==> src/rtl/disp_rx_pkg.sv <==
package disp_rx_pkg;
    typedef enum logic [1:0] {
        RX_IDLE  = 2'd0,
        RX_SHIFT = 2'd1,
        RX_EMIT  = 2'd2
    } rx_state_e;
endpackage

==> src/rtl/disp_rx_sync.sv <==
module disp_rx_sync #(
    parameter int              W       = 4,
    parameter int              STAGES  = 2,
    parameter logic [W-1:0]    RST_VAL = '0
) (
    input  logic         clk,
    input  logic         rst_n,
    input  logic [W-1:0] din,
    output logic [W-1:0] dout
);
    logic [W-1:0] stage [STAGES];

    for (genvar g = 0; g < STAGES; g++) begin : g_stage
        if (g == 0) begin : g_first
            always_ff @(posedge clk or negedge rst_n) begin
                if (!rst_n) stage[0] <= RST_VAL;
                else        stage[0] <= din;
            end
        end else begin : g_next
            always_ff @(posedge clk or negedge rst_n) begin
                if (!rst_n) stage[g] <= RST_VAL;
                else        stage[g] <= stage[g-1];
            end
        end
    end

    assign dout = stage[STAGES-1];
endmodule

==> src/rtl/disp_rx_edge.sv <==
module disp_rx_edge (
    input  logic clk,
    input  logic rst_n,
    input  logic lvl,
    output logic rise
);
    logic lvl_d;

    always_ff @(posedge clk or negedge rst_n) begin
        if (!rst_n) lvl_d <= 1'b0;
        else        lvl_d <= lvl;
    end

    assign rise = lvl & ~lvl_d;

    // A rise needs a low sample first, so two rises are never adjacent
    assert_rise_spaced_R2: assert property (@(posedge clk) disable iff (!rst_n)
        rise |=> !rise);
endmodule

==> src/rtl/disp_rx_fsm.sv <==
module disp_rx_fsm
    import disp_rx_pkg::*;
#(
    parameter int BITS = 8
) (
    input  logic            clk,
    input  logic            rst_n,
    input  logic            cs_hi,
    input  logic            rise,
    input  logic            sd,
    input  logic            ds,
    output logic [BITS-1:0] byte_o,
    output logic            is_data_o,
    output logic            vld_o
);
    localparam int CW = (BITS > 1) ? $clog2(BITS) : 1;
    localparam logic [CW-1:0] LAST = CW'(BITS - 1);

    rx_state_e       state, nxt;
    logic [CW-1:0]   cnt;
    logic [BITS-2:0] shreg;
    logic            take;
    logic            last_bit;

    assign take     = rise & ~cs_hi;
    assign last_bit = take & (cnt == LAST);

    // next-state logic
    always_comb begin
        nxt = state;
        unique case (state)
            RX_IDLE:  nxt = cs_hi ? RX_IDLE : RX_SHIFT;
            RX_SHIFT: begin
                if (cs_hi)         nxt = RX_IDLE;
                else if (last_bit) nxt = RX_EMIT;
                else               nxt = RX_SHIFT;
            end
            RX_EMIT:  nxt = cs_hi ? RX_IDLE : RX_SHIFT;
            default:  nxt = RX_IDLE;
        endcase
    end

    // state register
    always_ff @(posedge clk or negedge rst_n) begin
        if (!rst_n) state <= RX_IDLE;
        else        state <= nxt;
    end

    // datapath and outputs
    always_ff @(posedge clk or negedge rst_n) begin
        if (!rst_n) begin
            cnt       <= '0;
            shreg     <= '0;
            byte_o    <= '0;
            is_data_o <= 1'b0;
        end else if (cs_hi) begin
            cnt <= '0;
        end else if (take) begin
            shreg <= {shreg[BITS-3:0], sd};
            if (cnt == LAST) begin
                cnt       <= '0;
                byte_o    <= {shreg, sd};
                is_data_o <= ds;
            end else begin
                cnt <= cnt + CW'(1);
            end
        end
    end

    assign vld_o = (state == RX_EMIT);

    assert_emit_one_cycle_R4: assert property (@(posedge clk) disable iff (!rst_n)
        vld_o |=> !vld_o);

    assert_release_clears_R6: assert property (@(posedge clk) disable iff (!rst_n)
        cs_hi |=> (state == RX_IDLE && cnt == '0));

    assert_release_wins_R8: assert property (@(posedge clk) disable iff (!rst_n)
        (cs_hi && rise) |=> !vld_o);

    assert_counter_wrapped_R7: assert property (@(posedge clk) disable iff (!rst_n)
        vld_o |-> (cnt == '0 && $past(state) == RX_SHIFT));
endmodule

==> src/rtl/disp_serial_rx.sv <==
module disp_serial_rx #(
    parameter int BITS        = 8,
    parameter int SYNC_STAGES = 2
) (
    input  logic            clk,
    input  logic            rst_n,
    input  logic            csel_n,
    input  logic            sclk,
    input  logic            sdat,
    input  logic            dsel,
    output logic [BITS-1:0] byte_q,
    output logic            is_data,
    output logic            byte_vld
);
    // bit order: {kind, data, clock, select}
    localparam logic [3:0] SYNC_RST = 4'b0001;

    logic [3:0] raw, synced;
    logic       rise;

    assign raw = {dsel, sdat, sclk, csel_n};

    disp_rx_sync #(
        .W       (4),
        .STAGES  (SYNC_STAGES),
        .RST_VAL (SYNC_RST)
    ) u_sync (
        .clk  (clk),
        .rst_n(rst_n),
        .din  (raw),
        .dout (synced)
    );

    disp_rx_edge u_edge (
        .clk  (clk),
        .rst_n(rst_n),
        .lvl  (synced[1]),
        .rise (rise)
    );

    disp_rx_fsm #(
        .BITS(BITS)
    ) u_fsm (
        .clk      (clk),
        .rst_n    (rst_n),
        .cs_hi    (synced[0]),
        .rise     (rise),
        .sd       (synced[2]),
        .ds       (synced[3]),
        .byte_o   (byte_q),
        .is_data_o(is_data),
        .vld_o    (byte_vld)
    );

    assert_hold_between_R9: assert property (@(posedge clk) disable iff (!rst_n)
        ((byte_q != $past(byte_q)) || (is_data != $past(is_data))) |-> byte_vld);

    assert_deselected_quiet_R5: assert property (@(posedge clk) disable iff (!rst_n)
        synced[0] |=> !byte_vld);
endmodule

==> config.mk <==
export PLATFORM = sky130hd
export DESIGN_NAME = disp_serial_rx
export DESIGN_NICKNAME = d
export VERILOG_FILES = /design/src/rtl/disp_rx_pkg.sv /design/src/rtl/disp_rx_sync.sv /design/src/rtl/disp_rx_edge.sv /design/src/rtl/disp_rx_fsm.sv /design/src/rtl/disp_serial_rx.sv
export SDC_FILE = /design/constraint.sdc
export NUM_CORES = 1
export LEC_CHECK = 0
export CAP_MARGIN = 25
export CORE_MARGIN = 3
export CORE_UTILIZATION = 51
export CTS_CLUSTER_SIZE = 14
export DETAILED_ROUTE_END_ITERATION = 6
export PLACE_DENSITY = 0.75
export SYNTH_ARGS = -nofsm -noshare
export SYNTH_HDL_FRONTEND = slang
export SYNTH_SLANG_ARGS = --single-unit
export TNS_END_PERCENT = 5
==> constraint.sdc <==
create_clock -name clk -period 2.1 [get_ports clk]
set_input_delay 0.315 -clock clk [delete_from_list [all_inputs] [get_ports clk]]
set_output_delay 0.315 -clock clk [all_outputs]
set_load 0.05 [all_outputs]
# == Word-level counts from Yosys, hierarchy flattened ==
# Index checks and enable logic that the tools add are counted.
# totals
regBits,30
output_inout_bits,10
wordCells,29
in_bits,6
# op_classes
eq_ne,3
mux,7
n_reduce_logical,5
bitwise,5
add_sub_neg,1
# op_table
operator,n
3-bit 2-to-1 mux,3
2-bit 2-to-1 mux,2
2-bit case mux with 2 select lines,1
3-bit by 1-bit adder with 3-bit output (second input constant),1
1-bit AND,3
3-bit == test (second input constant),1
3-bit AND reduction,1
2-bit by 1-bit == test with 1-bit output (second input constant),1
2-bit == test (second input constant),1
2-bit logical NOT,1
1-bit NOT,2
2-bit AND reduction,1
2-bit nonzero test,1
2-bit OR reduction,1
1-bit 2-to-1 mux,1

# == Longest topological paths before layout ==
# Gate-level depths: netlist of run 1.
# logic_depth
depth_word,7
ltp_mapped,5
depth_no_buf,5

# == Modules after synthesis ==
# From an unflattened synthesis of run 1, not the netlist that was laid out.
# unflattened
cells_unflattened,68
hier_area_um2,1161.1
# modules_own_cells
module,seq_area_each_um2,area_each_um2,cells_each,n_inst
disp_rx_fsm,525.5,889.6,54,1
disp_rx_sync,202.7,232.7,12,1
disp_rx_edge,25.0,38.8,2,1

# == Least setup slack after synthesis of run 1 ==
# Ideal clock, no wire load.
# synth_path
path_kind,register to register
from,reg u_edge.lvl_d
to,reg u_fsm.byte_o[0]
slack_ns,0.621
setup_ns,0.125
t_required_ns,1.975
t_arrival_ns,1.354
synth_period_minus_slack_ns,1.479
stages_incl_launch_ff,5
path_cell_list,dfrtp_1 nor3b_4 and2_4 buf_12 mux2_4
# synth_between
elab_chain_len,4
# synth_lines
item,line,text
from (decl),disp_rx_edge.sv:7,logic lvl_d;
from (signal assigned),disp_rx_edge.sv:11,else lvl_d <= lvl;
1-bit NOT,disp_rx_edge.sv:14,assign rise = lvl & ~lvl_d;
1-bit AND,disp_rx_edge.sv:14,
1-bit AND,disp_rx_fsm.sv:25,assign take = rise & ~cs_hi;
3-bit AND reduction (no source line),--,
to (signal assigned),disp_rx_fsm.sv:62,"byte_o <= {shreg, sd};"
to (decl),disp_rx_fsm.sv:12,"output logic [BITS-1:0] byte_o,"
# No other way between the ends.
# A chain may end at the register's enable or synchronous reset.

# == Final worst setup path of run 1 ==
# layout_path
from,reg u_fsm.state[0]
to,out byte_vld
# layout_between
elab_chain_len,1
# layout_lines
item,line,text
from (decl),disp_rx_fsm.sv:19,"rx_state_e state, nxt;"
from (signal assigned),disp_rx_fsm.sv:46,else state <= nxt;
2-bit == test,disp_rx_fsm.sv:70,assign vld_o = (state == RX_EMIT);
to (decl),disp_serial_rx.sv:13,output logic byte_vld
# No other way between the ends.

==> results.sh, run 1 <==
export IMPL_slew_violations=0
export IMPL_hold_depth=0
export IMPL_multi_input_area_um2=352
export IMPL_internal_power_uw=838
export IMPL_vias=570
export IMPL_cts_resized=0
export IMPL_slew_headroom_pct=66.3
export IMPL_netlist_instances=64
export IMPL_fin_skew_ps=8.56
export IMPL_switching_power_uw=245
export IMPL_synthDistinctLibCells=16
export IMPL_post_dp_hpwl_um=1030
export IMPL_routed_wl_um=1530
export IMPL_worstHoldPathType="flop to flop"
export IMPL_wl_per_cell_um=13.3
export IMPL_grt_max_degree=31
export IMPL_cp_top_family="buffers and inverters"
export IMPL_crit_path_max_fanout=3
export IMPL_whs_ps=354
export IMPL_power_frac_clock_pct=28.0
export IMPL_routabilityCongestion=0.676
export IMPL_cts_htree_levels=2
export IMPL_start_util_pct=55.6
export IMPL_routed_via_density=4.96
export IMPL_period_share_pct=92.4
export IMPL_path_cells="nor2b_1 -> clkdlybuf4s50_1"
export IMPL_post_cts_buffers=0
export IMPL_worstPathArrival_ps=1620
export IMPL_die_x_um=53.0
export IMPL_ys_seq_elements=30
export IMPL_tns_ps=0
export IMPL_insertion_delay_ps=320
export IMPL_avgSynthCellArea_um2=17.6
export IMPL_area_delta_synth_final_pct=20.2
export IMPL_setup_violations=0
export IMPL_path_depth=2
export IMPL_clock_root_buffer="clkbuf_4"
export IMPL_final_seq_area_um2=753
export IMPL_antenna_cells=0
export IMPL_switching_share_pct=22.6
export IMPL_p_per_area_nw_per_um2=800
export IMPL_maxCapViolations=0
export IMPL_grt_ovfl_total=0
export IMPL_worstPathRequired_ps=1780
export IMPL_ir_worst_vdd_v=0.000539
export IMPL_clkSinkCount=30
export IMPL_fillers=145
export IMPL_fin_nets=95
export IMPL_syn_area_um2=1120
export IMPL_port_buffers=15
export IMPL_rows=16
export IMPL_layout_commonest_cell="dfrtp_1"
export IMPL_core_area_um2=2020
export IMPL_comb_power_share_pct=8.2
export IMPL_cts_buffer_depth=2
export IMPL_ios=16
export IMPL_worstMarginPinSlew_ps=503
export IMPL_yosys_warnings=0
export IMPL_clk_pin_slew_ps=90
export IMPL_r2r_cells=4
export IMPL_drive_above_1_share_pct=31.8
export IMPL_path_buf_inv=1
export IMPL_crit_path_top_delay_cell="clkdlybuf4s50_1"
export IMPL_antenna_left=0
export IMPL_endpoint_kind="output pin"
export IMPL_fmax_ghz=0.516
export IMPL_p_leak_uw=0.000627
export IMPL_track_usage_pct=14.2
export IMPL_die_h_um=53.0
export IMPL_grt_pass1_vias=578
export IMPL_cts_tree="done"
export IMPL_dr_pass1_iters=3
export IMPL_numCtsBuffers=5
export IMPL_drc=0
export IMPL_status="complete, no violations"
export IMPL_seq_power_share_pct=63.8
export IMPL_synth_seq_area_share_pct=67.0
export IMPL_hold_viol=0
export IMPL_cp_start_kind="flop"
export IMPL_rsz0062_at_grt="false"
export IMPL_slowest_delay_ps=800
export IMPL_holdBufCountCts=0
export IMPL_synth_fp_nets=72
export IMPL_fin_crit_ps=1940
export IMPL_layout_common_cells="dfrtp_1, clkdlybuf4s50_1, mux2_4"
export IMPL_initialDrtViolationCount=3
export IMPL_die_area_um2=2810
export IMPL_antenna_found_initial=0
export IMPL_critPathKind="flop to output pin"
export IMPL_grt_pass1_wl_um=2610
-- power by group through the flow --
stage / combinational [µW] / clock [µW] / sequential, µW
6_report: 89.0 / 303 / 690
5_1_grt: 102 / 349 / 702
4_1_cts: 91.9 / 324 / 693
3_5_place_dp: 91.6 / 0 / 705
3_3_place_gp: 87.6 / 0 / 698
2_1_floorplan: 62.2 / 0 / 688
-- worst register-to-register path, stage by stage, from the launching register on --
cell and delay [ps]:
dfrtp_1 400, ha_1 200, ha_1 210, and2_4 210, mux2_4 310
-- cells in the mapped netlist, drive strengths merged --
cell type	count	area, µm²
and3b	1	10.0
dfstp	2	52.6
nand3b	1	7.51
a21oi	2	10.0
nor2	3	11.3
ha	2	25.0
buf	1	20.0
nand2b	1	6.26
mux2	16	214
and2	1	8.76
mux2i	2	20.0
nor3b	1	18.8
a21o	1	7.51
dfrtp	28	701
nor2b	2	12.5
-- path summary, 6_finish.rpt --
kind                                 start               to  slack [ps]
min reg2reg                u_sync.stage[6]   u_sync.dout[2]         350
min in group asynchronous            rst_n   u_fsm.state[0]         370
max                         u_fsm.state[0]         byte_vld         160
min                        u_sync.stage[6]   u_sync.dout[2]         350
max reg2reg                   u_fsm.cnt[0]  u_fsm.is_data_o         640
max in group asynchronous            rst_n  u_sync.stage[4]        1410
-- metrics by stage --
| stage | utilization (%) | setup slack, ps | area [µm²] | instances | power [µW] |
|---|---|---|---|---|---|
| floorplan | - | 621 | 1120 | 64 | 750 |
| global route | 66.9 | 86.0 | 1350 | 115 | 1150 |
| CTS | 66.9 | 131 | 1350 | 115 | 1110 |
| detailed placement | 64.5 | 503 | 1300 | 107 | 796 |
| global placement | 64.5 | 521 | 1300 | 107 | 786 |
| finish | 66.9 | 161 | 1350 | 115 | 1080 |
-- state kept, by name (all words and copies together), names as in the netlist --
register         count
u_fsm.byte_o         8
u_fsm.shreg          7
u_sync.dout          4
u_sync.stage         4
u_fsm.cnt            3
u_fsm.state          2
u_edge.lvl_d         1
u_fsm.is_data_o      1
-- final cells by class --
cell class	instances	area share, %
Sequential cell	30	55.7
Clock buffer	8	3.61
Timing Repair Buffer	17	12.2
Tap cell	27	2.50
Multi-Input combinational cell	33	26.0
-- routing by layer --
layer | part of all wire, % | vias to the layer above | track usage, % | routed length [µm]
met4 | 1.0 | 0 | 6.38 | 16
met5 | 0 | - | 0 | 0
met3 | 6.6 | 4 | 8.45 | 100
met1 | 47 | 280 | 17.7 | 712
met2 | 46 | 16 | 19.4 | 697
li1 | - | 270 | - | -
-- cells by family (layout without fill, tap and decap cells) --
| group | Yosys count | count (layout) | synth area share (%) |
|---|---|---|---|
| buffers and inverters | 1 | 25 | 1.78 |
| DFF | 30 | 30 | 67.0 |
| and+or+nand+nor | 10 | 10 | 6.67 |
| AOI/OAI and AO/OA | 3 | 3 | 1.56 |
| adders and majority gates | 2 | 2 | 2.22 |
| muxes | 18 | 18 | 20.8 |
Note: power is estimated with default switching activity, not from simulation.
==> run 2, diff against run 1 <==
--- a/config.mk
+++ b/config.mk
@@ -7,10 +7,9 @@
 export LEC_CHECK = 0
 export CAP_MARGIN = 25
 export CORE_MARGIN = 3
-export CORE_UTILIZATION = 51
+export CORE_UTILIZATION = 40
 export CTS_CLUSTER_SIZE = 14
 export DETAILED_ROUTE_END_ITERATION = 6
-export PLACE_DENSITY = 0.75
 export SYNTH_ARGS = -nofsm -noshare
 export SYNTH_HDL_FRONTEND = slang
 export SYNTH_SLANG_ARGS = --single-unit
==> results.sh, run 2 (synthesis gave the netlist of run 1 again) <==
export IMPL_status="complete, no violations"
export IMPL_fin_crit_ps=1950
export IMPL_largest_register_ffs=8
export IMPL_grt_pass1_wl_um=2840
export IMPL_dr_pass1_iters=3
export IMPL_tns_ps=0
export IMPL_die_h_um=59.0
export IMPL_fin_skew_ps=3.24
export IMPL_die_x_um=59.0
export IMPL_routed_via_density=4.77
export IMPL_fmax_ghz=0.512
export IMPL_post_dp_hpwl_um=1030
export IMPL_setup_violations=0
export IMPL_maxCapViolations=0
export IMPL_regMostFlops="u_fsm.byte_o"
export IMPL_r2r_slack_ps=630
export IMPL_drc=0
export IMPL_antenna_cells=0
export IMPL_fillers=228
export IMPL_port_buffers=15
export IMPL_slew_headroom_pct=66.3
export IMPL_grt_pass1_vias=640
export IMPL_start_util_pct=43.8
export IMPL_cp_top_family="buffers and inverters"
export IMPL_drive_above_1_share_pct=35.2
export IMPL_ios=16
export IMPL_grtUsageMet2_pct=16.2
export IMPL_layout_commonest_cell="dfrtp_1"
export IMPL_p_per_area_nw_per_um2=880
export IMPL_insertion_delay_ps=320
export IMPL_clkSinkCount=30
export IMPL_final_seq_area_um2=753
export IMPL_die_area_um2=3480
export IMPL_worstPathArrival_ps=1640
export IMPL_cts_tree="done"
export IMPL_holdBufCountCts=0
export IMPL_vias=563
export IMPL_ir_worst_vdd_v=0.000591
export IMPL_critPathKind="flop to output pin"
export IMPL_p_leak_uw=0.000645
export IMPL_r2r_cells=4
export IMPL_rows=18
export IMPL_multi_input_area_um2=352
export IMPL_routabilityCongestion=0.633
export IMPL_cp_start_kind="flop"
export IMPL_worstMarginPinSlew_ps=504
export IMPL_rsz0062_at_grt="false"
export IMPL_path_buf_inv=1
export IMPL_crit_path_max_fanout=3
export IMPL_post_cts_buffers=0
export IMPL_grt_ovfl_total=0
export IMPL_numCtsBuffers=5
export IMPL_core_area_um2=2570
export IMPL_grt_met1_usage_pct=14.3
export IMPL_reg_top3="u_fsm.byte_o (8), u_fsm.shreg (7)"
export IMPL_path_cells="nor2b_1 -> clkdlybuf4s50_1"
export IMPL_slew_violations=0
export IMPL_r2r_end="u_fsm.byte_o[2]"
export IMPL_clock_root_buffer="clkbuf_4"
export IMPL_period_share_pct=93.0
export IMPL_place_area_um2=1310
export IMPL_design_area_um2=1390
export IMPL_grtUsageMet3_pct=4.58
export IMPL_slowest_delay_ps=800
export IMPL_track_usage_pct=11.5
export IMPL_cts_htree_levels=2
export IMPL_grt_max_degree=31
export IMPL_r2r_start="u_fsm.cnt[0]"
export IMPL_routed_wl_um=1530
export IMPL_wl_per_cell_um=13.0
export IMPL_endpoint_kind="output pin"
export IMPL_worstHoldPathType="primary input to async pin"
export IMPL_worstPathRequired_ps=1780
export IMPL_antenna_found_initial=0
export IMPL_finalPower_uw=1220
export IMPL_layout_common_cells="dfrtp_1, clkdlybuf4s50_1, mux2_4"
export IMPL_hold_viol=0
export IMPL_fin_util_pct=53.9
export IMPL_initialDrtViolationCount=16
export IMPL_area_delta_synth_final_pct=23.1
export IMPL_clk_pin_slew_ps=90
export IMPL_cts_buffer_depth=2
export IMPL_crit_path_top_delay_cell="clkdlybuf4s50_1"
export IMPL_cts_resized=0
export IMPL_antenna_left=0
export IMPL_fin_nets=95
export IMPL_busiest_layer="met2"
run 2: changes by cell type in the layout (fill, tap and decap cells not counted), sizes merged:
cell | previous run | this run
clkinv | 0 | 2
bufinv | 0 | 1
clkbuf | 8 | 5
run 2: through the flow:
| step | hold slack, ps | setup slack [ps] | instances |
|---|---|---|---|
| 2_1_floorplan | 19.4 | 621 | 64 |
| 5_1_grt | 368 | 45.2 | 118 |
| 4_1_cts | 362 | 125 | 118 |
| 3_5_place_dp | 341 | 497 | 110 |
| 6_report | 360 | 147 | 118 |
| 3_3_place_gp | 333 | 517 | 110 |
run 2: worst max path at each step:
stage                   startpoint         endpoint  slack (ps)  cells after the start
floorplan             u_edge.lvl_d  u_fsm.byte_o[0]         620                      4
global placement    u_fsm.state[0]         byte_vld         520                      2
detailed placement  u_fsm.state[0]         byte_vld         500                      2
CTS                 u_fsm.state[1]         byte_vld         120                      2
global route        u_fsm.state[1]         byte_vld          50                      2
finish              u_fsm.state[0]         byte_vld         150                      2
run 2: layout make-up:
cell class              count  share of cell area [%]
flip-flops and latches     30                    54.4
multi-input cells          33                    25.4
repair buffers             17                    11.9
clock inverters             3                    2.89
clock buffers               5                    2.71
well taps                  30                    2.71
run 2: report_power, final:
group | internal, µW | total (µW) | leakage [µW] | switching [µW]
Clock | 246 | 439 | 0.0000450 | 192
Combinational | 59.4 | 90.5 | 0.000219 | 31.1
Sequential | 645 | 690 | 0.000382 | 44.4
run 2: worst register-to-register path, stage by stage, from the launching register on:
cell	delay (ps)
dfrtp_1	410
ha_1	210
ha_1	220
and2_4	210
mux2_4	320
run 2: per-layer routing:
metal,vias to the layer above,part of all wire [%]
met1,273,47
met4,0,3.5
met2,16,44
met5,-,0
li1,267,-
met3,7,5.6
